$ cat src/rtl/dram_rfsh_pkg.sv
package dram_rfsh_pkg;

    typedef enum logic [3:0] {
        PH_PWRUP,
        PH_IDLE,
        PH_REQ,
        PH_CAS_LEAD,
        PH_CBR_RAS,
        PH_ROW_RAS,
        PH_PRECH,
        PH_SELF_CAS,
        PH_SELF_HOLD,
        PH_SELF_PRE
    } phase_e;

    function automatic int max_of2(int a, int b);
        return (a > b) ? a : b;
    endfunction

endpackage

$ cat src/rtl/dram_rfsh_pending.sv
module dram_rfsh_pending #(
    parameter int INTERVAL_CYC = 1560,
    parameter int MAX_PEND     = 8
) (
    input  logic clk,
    input  logic rst_n,
    input  logic run,
    input  logic take,
    input  logic clear,
    output logic has_pend
);
    localparam int IW = $clog2(INTERVAL_CYC);
    localparam int PW = $clog2(MAX_PEND + 1);

    typedef struct packed {
        logic [IW-1:0] ival;
        logic [PW-1:0] pend;
    } pend_t;

    pend_t st_d, st_q;
    logic  tick;
    logic [PW-1:0] after_take;

    always_comb begin
        st_d       = st_q;
        tick       = run && (st_q.ival == IW'(INTERVAL_CYC - 1));
        after_take = st_q.pend;
        if (run) begin
            st_d.ival = tick ? '0 : st_q.ival + 1'b1;
        end
        if (take && (st_q.pend != '0)) begin
            after_take = st_q.pend - 1'b1;
        end
        st_d.pend = after_take;
        // a tick coinciding with a take still adds one
        if (tick && (after_take != PW'(MAX_PEND))) begin
            st_d.pend = after_take + 1'b1;
        end
        if (clear) begin
            st_d = '0;
        end
    end

    always_ff @(posedge clk or negedge rst_n) begin
        if (!rst_n) st_q <= '0;
        else        st_q <= st_d;
    end

    assign has_pend = (st_q.pend != '0);

endmodule

$ cat src/rtl/dram_rfsh_rowctr.sv
module dram_rfsh_rowctr #(
    parameter int ROW_BITS = 10
) (
    input  logic                clk,
    input  logic                rst_n,
    input  logic                adv,
    output logic [ROW_BITS-1:0] row
);
    logic [ROW_BITS-1:0] row_d, row_q;

    always_comb begin
        row_d = row_q;
        if (adv) row_d = row_q + 1'b1;   // wraps at the top row
    end

    always_ff @(posedge clk or negedge rst_n) begin
        if (!rst_n) row_q <= '0;
        else        row_q <= row_d;
    end

    assign row = row_q;

endmodule

$ cat src/rtl/dram_refresh_sched.sv
module dram_refresh_sched
    import dram_rfsh_pkg::*;
#(
    parameter int PWRUP_CYC    = 10000,
    parameter int WARMUP_CNT   = 8,
    parameter int INTERVAL_CYC = 1560,
    parameter int MAX_PEND     = 8,
    parameter int CAS_LEAD_CYC = 1,
    parameter int RAS_LOW_CYC  = 5,
    parameter int RAS_PRE_CYC  = 3,
    parameter int SELF_MIN_CYC = 10000,
    parameter int SELF_PRE_CYC = 9,
    parameter int ROW_BITS     = 10
) (
    input  logic                clk,
    input  logic                rst_n,
    input  logic                ref_gnt,
    input  logic                mode_ras_only,
    input  logic                self_req,
    output logic                ref_req,
    output logic                ras_n,
    output logic                cas_l_n,
    output logic                cas_u_n,
    output logic                we_n,
    output logic [ROW_BITS-1:0] row_addr,
    output logic                init_done,
    output logic                self_active
);
    localparam int TMAX = max_of2(max_of2(PWRUP_CYC, SELF_MIN_CYC),
                                  max_of2(max_of2(RAS_LOW_CYC, RAS_PRE_CYC),
                                          max_of2(CAS_LEAD_CYC, SELF_PRE_CYC)));
    localparam int TW = $clog2(TMAX + 1);
    localparam int WW = $clog2(WARMUP_CNT + 1);

    typedef struct packed {
        phase_e        ph;
        logic [TW-1:0] tmr;
        logic [WW-1:0] warm;
        logic          init;
    } ctl_t;

    ctl_t   ctl_d, ctl_q;
    logic   has_pend, take, clr, adv, run;
    logic   do_ref, do_self, work, go, finish, tmr_done;
    phase_e launch_ph;
    logic [TW-1:0] launch_tmr;
    logic   in_self;

    assign in_self = (ctl_q.ph == PH_SELF_CAS) || (ctl_q.ph == PH_SELF_HOLD) ||
                     (ctl_q.ph == PH_SELF_PRE);
    assign run = ctl_q.init && !in_self;

    dram_rfsh_pending #(
        .INTERVAL_CYC(INTERVAL_CYC),
        .MAX_PEND    (MAX_PEND)
    ) u_pend (
        .clk     (clk),
        .rst_n   (rst_n),
        .run     (run),
        .take    (take),
        .clear   (clr),
        .has_pend(has_pend)
    );

    dram_rfsh_rowctr #(
        .ROW_BITS(ROW_BITS)
    ) u_row (
        .clk  (clk),
        .rst_n(rst_n),
        .adv  (adv),
        .row  (row_addr)
    );

    always_comb begin
        ctl_d    = ctl_q;
        take     = 1'b0;
        clr      = 1'b0;
        adv      = 1'b0;
        go       = 1'b0;
        finish   = 1'b0;
        tmr_done = (ctl_q.tmr == '0);
        do_ref   = (ctl_q.warm != '0) || has_pend;
        do_self  = self_req && ctl_q.init && !do_ref;
        work     = do_ref || do_self;

        // warm-up cycles are always CAS-before-RAS
        if (do_ref && (ctl_q.warm == '0) && mode_ras_only) begin
            launch_ph  = PH_ROW_RAS;
            launch_tmr = TW'(RAS_LOW_CYC - 1);
        end else if (do_ref) begin
            launch_ph  = PH_CAS_LEAD;
            launch_tmr = TW'(CAS_LEAD_CYC - 1);
        end else begin
            launch_ph  = PH_SELF_CAS;
            launch_tmr = TW'(CAS_LEAD_CYC - 1);
        end

        unique case (ctl_q.ph)
            PH_PWRUP: begin
                if (tmr_done) ctl_d.ph = PH_REQ;
                else          ctl_d.tmr = ctl_q.tmr - 1'b1;
            end
            PH_IDLE: begin
                if (work) ctl_d.ph = PH_REQ;
            end
            PH_REQ: begin
                if (!work)        ctl_d.ph = PH_IDLE;
                else if (ref_gnt) go = 1'b1;
            end
            PH_CAS_LEAD: begin
                if (tmr_done) begin
                    ctl_d.ph  = PH_CBR_RAS;
                    ctl_d.tmr = TW'(RAS_LOW_CYC - 1);
                end else ctl_d.tmr = ctl_q.tmr - 1'b1;
            end
            PH_CBR_RAS, PH_ROW_RAS: begin
                if (tmr_done) begin
                    ctl_d.ph  = PH_PRECH;
                    ctl_d.tmr = TW'(RAS_PRE_CYC - 1);
                    adv       = (ctl_q.ph == PH_ROW_RAS);
                end else ctl_d.tmr = ctl_q.tmr - 1'b1;
            end
            PH_SELF_CAS: begin
                if (tmr_done) begin
                    ctl_d.ph  = PH_SELF_HOLD;
                    ctl_d.tmr = TW'(SELF_MIN_CYC - 1);
                end else ctl_d.tmr = ctl_q.tmr - 1'b1;
            end
            PH_SELF_HOLD: begin
                if (!tmr_done) ctl_d.tmr = ctl_q.tmr - 1'b1;
                else if (!self_req) begin
                    ctl_d.ph  = PH_SELF_PRE;
                    ctl_d.tmr = TW'(SELF_PRE_CYC - 1);
                end
            end
            PH_PRECH, PH_SELF_PRE: begin
                if (tmr_done) finish = 1'b1;
                else          ctl_d.tmr = ctl_q.tmr - 1'b1;
            end
            default: ctl_d.ph = PH_IDLE;
        endcase

        if (finish) begin
            if (ctl_q.warm == '0) ctl_d.init = 1'b1;
            if (work && ref_gnt) go = 1'b1;
            else if (work)       ctl_d.ph = PH_REQ;
            else                 ctl_d.ph = PH_IDLE;
        end

        if (go) begin
            ctl_d.ph  = launch_ph;
            ctl_d.tmr = launch_tmr;
            if (do_ref) begin
                if (ctl_q.warm != '0) ctl_d.warm = ctl_q.warm - 1'b1;
                else                  take = 1'b1;
            end else begin
                clr = 1'b1;
            end
        end
    end

    always_ff @(posedge clk or negedge rst_n) begin
        if (!rst_n) begin
            ctl_q.ph   <= PH_PWRUP;
            ctl_q.tmr  <= TW'(PWRUP_CYC - 1);
            ctl_q.warm <= WW'(WARMUP_CNT);
            ctl_q.init <= 1'b0;
        end else begin
            ctl_q <= ctl_d;
        end
    end

    assign ref_req     = (ctl_q.ph != PH_PWRUP) && (ctl_q.ph != PH_IDLE);
    assign ras_n       = !((ctl_q.ph == PH_CBR_RAS) || (ctl_q.ph == PH_ROW_RAS) ||
                           (ctl_q.ph == PH_SELF_HOLD));
    assign cas_l_n     = !((ctl_q.ph == PH_CAS_LEAD) || (ctl_q.ph == PH_CBR_RAS) ||
                           (ctl_q.ph == PH_SELF_CAS) || (ctl_q.ph == PH_SELF_HOLD));
    assign cas_u_n     = cas_l_n;
    assign we_n        = 1'b1;
    assign init_done   = ctl_q.init;
    assign self_active = (ctl_q.ph == PH_SELF_HOLD);

endmodule

$ cat config.mk
export PLATFORM = sky130hd
export DESIGN_NAME = dram_refresh_sched
export DESIGN_NICKNAME = d
export VERILOG_FILES = /design/src/rtl/dram_rfsh_pkg.sv /design/src/rtl/dram_rfsh_pending.sv /design/src/rtl/dram_rfsh_rowctr.sv /design/src/rtl/dram_refresh_sched.sv
export SDC_FILE = /design/constraint.sdc
export NUM_CORES = 1
export LEC_CHECK = 0
export ABC_CLOCK_PERIOD_IN_PS = 5900
export BUFFER_PORTS_ARGS = -buffer_cell sky130_fd_sc_hd__buf_2
export CORE_MARGIN = 2
export CORE_UTILIZATION = 45
export CTS_BUF_LIST = sky130_fd_sc_hd__clkbuf_8
export DETAILED_ROUTE_END_ITERATION = 8
export GPL_ROUTABILITY_DRIVEN = 0
export SLEW_MARGIN = 5
export SYNTH_ARGS = -nofsm -noshare
export SYNTH_HDL_FRONTEND = slang
export SYNTH_SLANG_ARGS = --single-unit
$ cat constraint.sdc
create_clock -name clk -period 5.9 [get_ports clk]
set_input_delay 0.885 -clock clk [delete_from_list [all_inputs] [get_ports clk]]
set_output_delay 0.885 -clock clk [all_outputs]
set_load 0.02 [all_outputs]
==> key figures, run 1 <==
Finish
  – Synth-to-Final Area Change: 6.16%
  – ANT cells: 0
  – Multi-input logic area: 0.00206 sq mm
  – Fillers: 681
  – Commonest cells after routing, fill and taps aside: 39 x dfrtp_1, 34 x nand2_1, 29 x nor2_1
  – Fin area: 0.00366 sq mm
  – Register area: 0.00121 sq mm
  – Share of post-route cells with drive strength above 1: 16.7%
  – Commonest non-fill, non-tap cell in the layout: dfrtp_1
  – Final #Nets: 401

Yosys
  – Compound-gate portion of the synthesized area: 22.1%
  – Cell count after synthesis: 382
  – Syn avg cell area: 9.03 sq um
  – Post-Synth Simple-Gate Area: 26.4%
  – Count of cell types in the netlist: 79
  – Main combinational cell family by area after synthesis: simple AND/OR/NAND/NOR gates
  – Synth Area in Adders: 2.90%
  – Multiplexer share of the synthesized area: 2.47%
  – Ys flop type: dfrtp_1
  – Post-synthesis xor/xnor area fraction: 5.58%
  – FFs w/ async S/R, synth: 100%
  – Sequential-to-total area share from yosys stat: 35.1%
  – Mapped cell area: 0.00345 sq mm
  – Register bit total from synthesis: 48
  – Synthesized Nets: 395
  – Number of flops mapped to enable cells by yosys: 0
  – YS warnings: 0

Global routing
  – GRT Total Usage: 19.3%
  – First-pass GRT wire length: 13200 microns
  – Initial antenna violation count: 0
  – Vias in the first global route: 2632
  – Largest net degree at the start of global routing: 49
  – Grt ovf: 0

Floorplanning
  – Die Area: 0.00839 sq mm
  – IO Pins: 22
  – Core Box Area: 0.00733 sq mm
  – Initial Util: 47.1%
  – Die width: 91.6 microns
  – Row count: 31
  – Die height: 91.6 microns

Placement
  – Placed cell area: 0.00356 sq mm
  – # port buffers: 20
  – DP HPWL: 5550 microns

Worst hold path
  – Hold endpoint: u_row.row[9]$_DFFE_PN0P_
  – Worst Hold Class: flop to flop
  – Hold path start: u_row.row[9]$_DFFE_PN0P_
  – Hold path depth: 1

Route
  – Residual DRC: 0
  – Iter 0 DRT Violations: 166
  – Drt wl/cell: 16.0 microns
  – Initial DRT Pass Iterations: 4
  – Post-route ant nets: 0
  – Vias: 2913
  – Via density per instance: 5.97
  – Final WL: 7790 microns

Timing
  – Hold Vio Cnt, Final: 0
  – Hold_ws: 0.472 ns
  – RSZ-0062 raised after global routing: no
  – Slew margin rel.: 30.7%
  – Tightest Pin Transition: 1.04 ns
  – Crit share post-route: 50.0%
  – Slew Viols, Final: 0
  – Final setup fails: 0
  – Tmin final: 2.95 ns
  – Post-Route Setup TNS: 0 ns
  – Clock skew: 0.0128 ns
  – Max Fclk: 0.339 GHz

Clock network
  – Clk root buf: clkbuf_8
  – CTS tree: built
  – H-tree Lvls: 2
  – Cts repair resizes: 0
  – Postcts setup bufs: 0
  – CTS hold repair buffers: 0
  – Clk pin slew, worst setup/hold paths: 0.10 ns
  – Total CTS buffers: 5
  – Clk Latency, worst-skew pair: 0.31 ns
  – Bufs on Longest Clock Path: 2
  – TritonCTS Sinks: 48

Status
  – Outcome: finished, final reports clean

Worst setup path
  – Reg2reg start: ctl_q[5]$_DFFE_PN1P_
  – Critical Setup Path Class: flop to flop
  – Setup crit start kind: flop
  – CP max stage delay: 0.63 ns
  – WP data arrival: 3.19 ns
  – Crit-path cells: inv_1, ha_1, nor4b_4, nand4_2, a2111oi_4, nor4_1, buf_4, nand2_1, or3b_1
  – Endpoint class of the critical path: flop
  – R2r setup slk: 2.95 ns
  – Critical R2R Capture: ctl_q[14]$_DFFE_PN1P_
  – CP required: 6.14 ns
  – Reg2Reg Depth: 9
  – CP max FO: 20
  – Worst path slowest cell: a2111oi_4

Power and ir drop
  – Clk pwr share: 14.0%
  – P_int: 0.911 mW
  – Maximum vdd drop: 0.141 mV
  – Switching share of power: 46.2%
  – Leak pwr: 1.59 nW
  – Psw: 0.784 mW
  – Combinational share of power: 50.9%
  – Flop pwr share: 35.1%
  – Pwr Density: 463 mW/mm^2

Run
  – Max cap viols: 0
-- logic make-up after synthesis --
kind of cell | after synthesis
compound gates | 105
xor+xnor | 22
fa+ha+maj | 8
buf+inv | 37
flops | 48
mux | 8
other cells | 1
simple gates | 153
-- cell type report --
| type | count | area share (%) |
|---|---|---|
| Sequential cell | 48 | 33.1 |
| Clock inverter | 3 | 1.06 |
| Inverter | 15 | 1.54 |
| Timing Repair Buffer | 21 | 2.94 |
| Tap cell | 99 | 3.38 |
| Multi-Input combinational cell | 297 | 56.1 |
| Clock buffer | 5 | 1.88 |
-- synth_stat cells (4+ instances only) --
| cell type | number | share of area (%) |
|---|---|---|
| nor3_1 | 14 | 2.0 |
| nand2b_1 | 6 | 1.1 |
| nand3_1 | 8 | 1.2 |
| a22o_1 | 7 | 1.8 |
| xnor2_1 | 15 | 3.8 |
| nor2b_1 | 7 | 1.3 |
| nand2_1 | 34 | 3.7 |
| dfstp_2 | 9 | 6.9 |
| dfrtp_1 | 39 | 28 |
| a21oi_1 | 27 | 3.9 |
| nor2_1 | 29 | 3.2 |
| clkbuf_1 | 6 | 0.65 |
| a31oi_1 | 5 | 0.91 |
| mux2_2 | 4 | 1.3 |
| o31ai_1 | 4 | 0.87 |
| nand4_1 | 8 | 1.5 |
| inv_1 | 13 | 1.4 |
| o21ai_1 | 4 | 0.58 |
| o21ai_0 | 13 | 1.9 |
| o2111ai_1 | 5 | 1.3 |
| xor2_1 | 7 | 1.8 |
| and3_1 | 14 | 2.5 |
| buf_2 | 8 | 1.2 |
| mux2i_1 | 4 | 1.2 |
| ha_1 | 8 | 2.9 |
| o22ai_1 | 6 | 1.1 |
-- sequential cells by signal, indices dropped and copies added (netlist names) --
signal       flops
ctl_q           22
init_done        1
u_row.row       10
u_pend.st_q     15
-- per-layer routing --
| metal | part of all wire (%) | global-route usage (%) | wire (microns) | up-vias |
|---|---|---|---|---|
| met5 | 0 | 0 | 0 | - |
| met4 | 2.0 | 5.81 | 153 | 0 |
| met3 | 3.9 | 4.23 | 303 | 13 |
| met2 | 45 | 28.7 | 3530 | 63 |
| met1 | 49 | 28.1 | 3810 | 1405 |
| li1 | - | - | - | 1432 |
-- worst max path at each step --
stage                               startpoint                        to  slack, ns  depth (start not counted)
after global placement    ctl_q[5]$_DFFE_PN1P_     ctl_q[14]$_DFFE_PN1P_       3.02                          9
after CTS                 ctl_q[5]$_DFFE_PN1P_     ctl_q[14]$_DFFE_PN1P_       2.95                          9
after detailed placement  ctl_q[5]$_DFFE_PN1P_     ctl_q[14]$_DFFE_PN1P_       2.96                          9
after global routing      ctl_q[5]$_DFFE_PN1P_  u_pend.st_q[2]$_DFF_PN0_       2.67                         10
final                     ctl_q[5]$_DFFE_PN1P_     ctl_q[14]$_DFFE_PN1P_       2.95                          9
after floorplan            ctl_q[21]$_DFF_PN0_                   cas_u_n       3.09                          7
-- worst max-delay path, delay by kind of cell, from the launching register on --
| family | cells | cell delay [ns] |
|---|---|---|
| AO/OA/AOI/OAI | 1 | 0.63 |
| adder cells (fa/ha/maj) | 1 | 0.25 |
| flip-flops | 1 | 0.41 |
| AND/OR/NAND/NOR | 5 | 1.33 |
| buffers and inverters | 2 | 0.26 |
-- power by group through the flow --
stage | registers [mW] | clock network, mW | logic, mW
6_report | 0.595 | 0.238 | 0.862
5_1_grt | 0.613 | 0.263 | 0.968
4_1_cts | 0.591 | 0.249 | 0.862
3_5_place_dp | 0.598 | 0 | 0.858
3_3_place_gp | 0.596 | 0 | 0.853
2_1_floorplan | 0.512 | 0 | 0.762
-- through the flow --
stage,utilization [%],cells,power [mW],setup WS [ns]
2_1_floorplan,-,382,1.27,3.09
3_3_place_gp,48.5,480,1.45,3.02
3_5_place_dp,48.5,480,1.46,2.96
4_1_cts,50.0,488,1.70,2.95
5_1_grt,50.0,488,1.84,2.67
6_report,50.0,488,1.70,2.95
(Power assumes the default switching activity.)
==> run 2: changes to the inputs <==
--- a/config.mk
+++ b/config.mk
@@ -5,7 +5,7 @@
 export SDC_FILE = /design/constraint.sdc
 export NUM_CORES = 1
 export LEC_CHECK = 0
-export ABC_CLOCK_PERIOD_IN_PS = 5900
+export ABC_CLOCK_PERIOD_IN_PS = 2910
 export BUFFER_PORTS_ARGS = -buffer_cell sky130_fd_sc_hd__buf_2
 export CORE_MARGIN = 2
 export CORE_UTILIZATION = 45
==> constraint.sdc (replaced) <==
create_clock -name clk -period 2.91 [get_ports clk]
set_input_delay 0.4365 -clock clk [delete_from_list [all_inputs] [get_ports clk]]
set_output_delay 0.4365 -clock clk [all_outputs]
set_load 0.02 [all_outputs]
==> run 2 against run 1 <==
Critical path depth grew 1. Sequential cell count is the same. Clock skew shrank 0.0021 ns. Maximum frequency grew 11%. Global-route usage grew 0.21 points. Sequential power grew 90%. Total power grew 100%. First-iteration DRC count grew 22%. Worst setup slack lost 2.7 ns. Die area is the same. Highest routed layer unchanged.
==> key figures, run 2 (same netlist as run 1, synthesis figures left out) <==
Status
  – Outcome: finished, final reports clean

Timing
  – Final setup fails: 0 (unchanged)
  – Max Fclk: 0.375 GHz (+11%)
  – Hold Vio Cnt, Final: 0 (unchanged)
  – Slew Viols, Final: 0 (unchanged)
  – Tightest Pin Transition: 1.01 ns (-0.0266 ns)
  – Post-Route Setup TNS: 0 ns (unchanged)
  – Final WS setup: 0.242 ns (-2.71 ns)
  – Slew margin rel.: 32.5% (+1.8 points)
  – Tmin final: 2.67 ns (-0.282 ns)
  – RSZ-0062 raised after global routing: no
  – Crit share post-route: 91.7% (+42 points)
  – Clock skew: 0.0107 ns (-0.00212 ns)

Worst setup path
  – Endpoint class of the critical path: flop
  – CP Launch Point: ctl_q[5]$_DFFE_PN1P_
  – Most common cell on crit path: ha_1
  – Worst path depth: 10 (+1)
  – WP data arrival: 2.90 ns (-0.29 ns)
  – Critical Setup Path Class: flop to flop
  – CP max FO: 6 (-70%)
  – CP required: 3.14 ns (-3.00 ns)
  – Setup crit start kind: flop
  – Worst path slowest cell: dfstp_2
  – Critical R2R Capture: u_pend.st_q[2]$_DFF_PN0_
  – Reg2Reg Depth: 10 (+1)
  – Critical path buffers and inverters: 1 (-1)
  – Reg2reg start: ctl_q[5]$_DFFE_PN1P_
  – Crit-path cells: inv_1, ha_1, nor4b_4, and4_1, o211ai_4, mux2i_1, ha_1, nand2_1, a211o_1, a21oi_1
  – CP max stage delay: 0.59 ns (-0.04 ns)
  – R2r setup slk: 0.24 ns (-2.71 ns)
  – Crit path to: u_pend.st_q[2]$_DFF_PN0_
  – Crit-path leading delay family: compound AO/OA/AOI/OAI gates

Placement
  – Dpl ws: 0.267 ns (-2.70 ns)
  – Placed cell area: 0.00364 sq mm (+2.3%)
  – # port buffers: 20 (unchanged)
  – DP HPWL: 5720 microns (+3.2%)

Floorplanning
  – Row count: 31 (unchanged)
  – IO Pins: 22 (unchanged)
  – Initial Util: 47.1% (unchanged)
  – Die height: 91.6 microns (unchanged)
  – Die width: 91.6 microns (unchanged)
  – Die Area: 0.00839 sq mm (unchanged)
  – Core Box Area: 0.00733 sq mm (unchanged)

Clock network
  – Clk root buf: clkbuf_8
  – CTS hold repair buffers: 0 (unchanged)
  – Postcts setup bufs: 0 (unchanged)
  – H-tree Lvls: 2 (unchanged)
  – Total CTS buffers: 5 (unchanged)
  – CTS tree: built
  – TritonCTS Sinks: 48 (unchanged)
  – Clk Latency, worst-skew pair: 0.31 ns (about the same)
  – Bufs on Longest Clock Path: 2 (unchanged)
  – Cts repair resizes: 0 (unchanged)
  – Clk pin slew, worst setup/hold paths: 0.10 ns (about the same)

Route
  – Residual DRC: 0 (unchanged)
  – Post-route ant nets: 0 (unchanged)
  – Via density per instance: 5.87 (-1.6%)
  – Drt wl/cell: 15.8 microns (-1.2%)
  – Final WL: 7880 microns (+1.0%)
  – Initial DRT Pass Iterations: 4 (unchanged)
  – Iter 0 DRT Violations: 202 (+22%)
  – Vias: 2930 (+0.58%)

Finish
  – Commonest cells after routing, fill and taps aside: 39 x dfrtp_1, 34 x nand2_1, 29 x nor2_1
  – Share of post-route cells with drive strength above 1: 18.8% (+2.0 points)
  – Reg with most FFs: ctl_q
  – Fin area: 0.00372 sq mm (+1.6%)
  – Synth-to-Final Area Change: 7.90%
  – Max reg flops: 22 (unchanged)
  – Final #Nets: 412 (+2.7%)
  – Fin util: 50.8% (+0.82 points)
  – Commonest non-fill, non-tap cell in the layout: dfrtp_1
  – ANT cells: 0 (unchanged)

Global routing
  – Grt ovf: 0 (unchanged)
  – Initial antenna violation count: 0 (unchanged)
  – Largest net degree at the start of global routing: 46 (-6.1%)
  – Vias in the first global route: 2682 (+1.9%)
  – First-pass GRT wire length: 13400 microns (+1.5%)
  – GRT Total Usage: 19.6% (+0.21 points)

Run
  – Max cap viols: 0 (unchanged)

Worst hold path
  – Worst Hold Class: primary input to asynchronous set/reset pin

Power and ir drop
  – Pwr Density: 921 mW/mm^2 (+99%)
  – Maximum vdd drop: 0.368 mV (+160%)
  – Leak pwr: 1.64 nW (+2.9%)
run 2: worst register-to-register path, delay by kind of cell, from the launching register on:
kind            cells  cell delay [ns]
fa+ha+maj           2             0.46
buf+inv             1             0.06
mux                 1             0.34
compound gates      3             0.69
simple gates        3             0.47
flops               1             0.59
run 2: report_power, final:
group	internal, mW	switching, mW
registers	0.882	0.249
logic	0.767	1.13
clock network	0.166	0.240
total	1.81	1.61
run 2: how the worst min path moves through the flow:
stage | slack (ns) | to | start | cells past startpoint
global placement | 0.45 | u_row.row[9]$_DFFE_PN0P_ | u_row.row[9]$_DFFE_PN0P_ | 1
detailed placement | 0.46 | u_row.row[9]$_DFFE_PN0P_ | u_row.row[9]$_DFFE_PN0P_ | 1
floorplan | 0.14 | ctl_q[10]$_DFFE_PN0P_ | rst_n | 0
finish | 0.30 | ctl_q[11]$_DFFE_PN0P_ | rst_n | 1
CTS | 0.34 | ctl_q[11]$_DFFE_PN0P_ | rst_n | 1
global route | 0.40 | ctl_q[11]$_DFFE_PN0P_ | rst_n | 1
run 2: cell type report:
class,instances,area (sq um)
inverters,15,56.3
multi-input cells,297,2060
repair buffers,32,190
flip-flops and latches,48,1210
well taps,99,124
clock inverters,3,16.3
clock buffers,5,68.8
fillers,689,3610
run 2: layer usage:
metal / track usage [%] / wire, microns / up-vias
met5: 0 / 0 / -
met4: 4.67 / 78 / 0
met3: 3.32 / 328 / 10
met2: 30.2 / 3540 / 54
met1: 28.4 / 3930 / 1419
li1: - / - / 1447
run 2: through the flow:
stage,hold WS [ns],std cells,power [mW]
floorplan,0.141,382,2.58
global placement,0.452,491,3.01
detailed placement,0.457,491,3.01
CTS,0.345,499,3.43
global route,0.404,499,3.74
finish,0.295,499,3.43
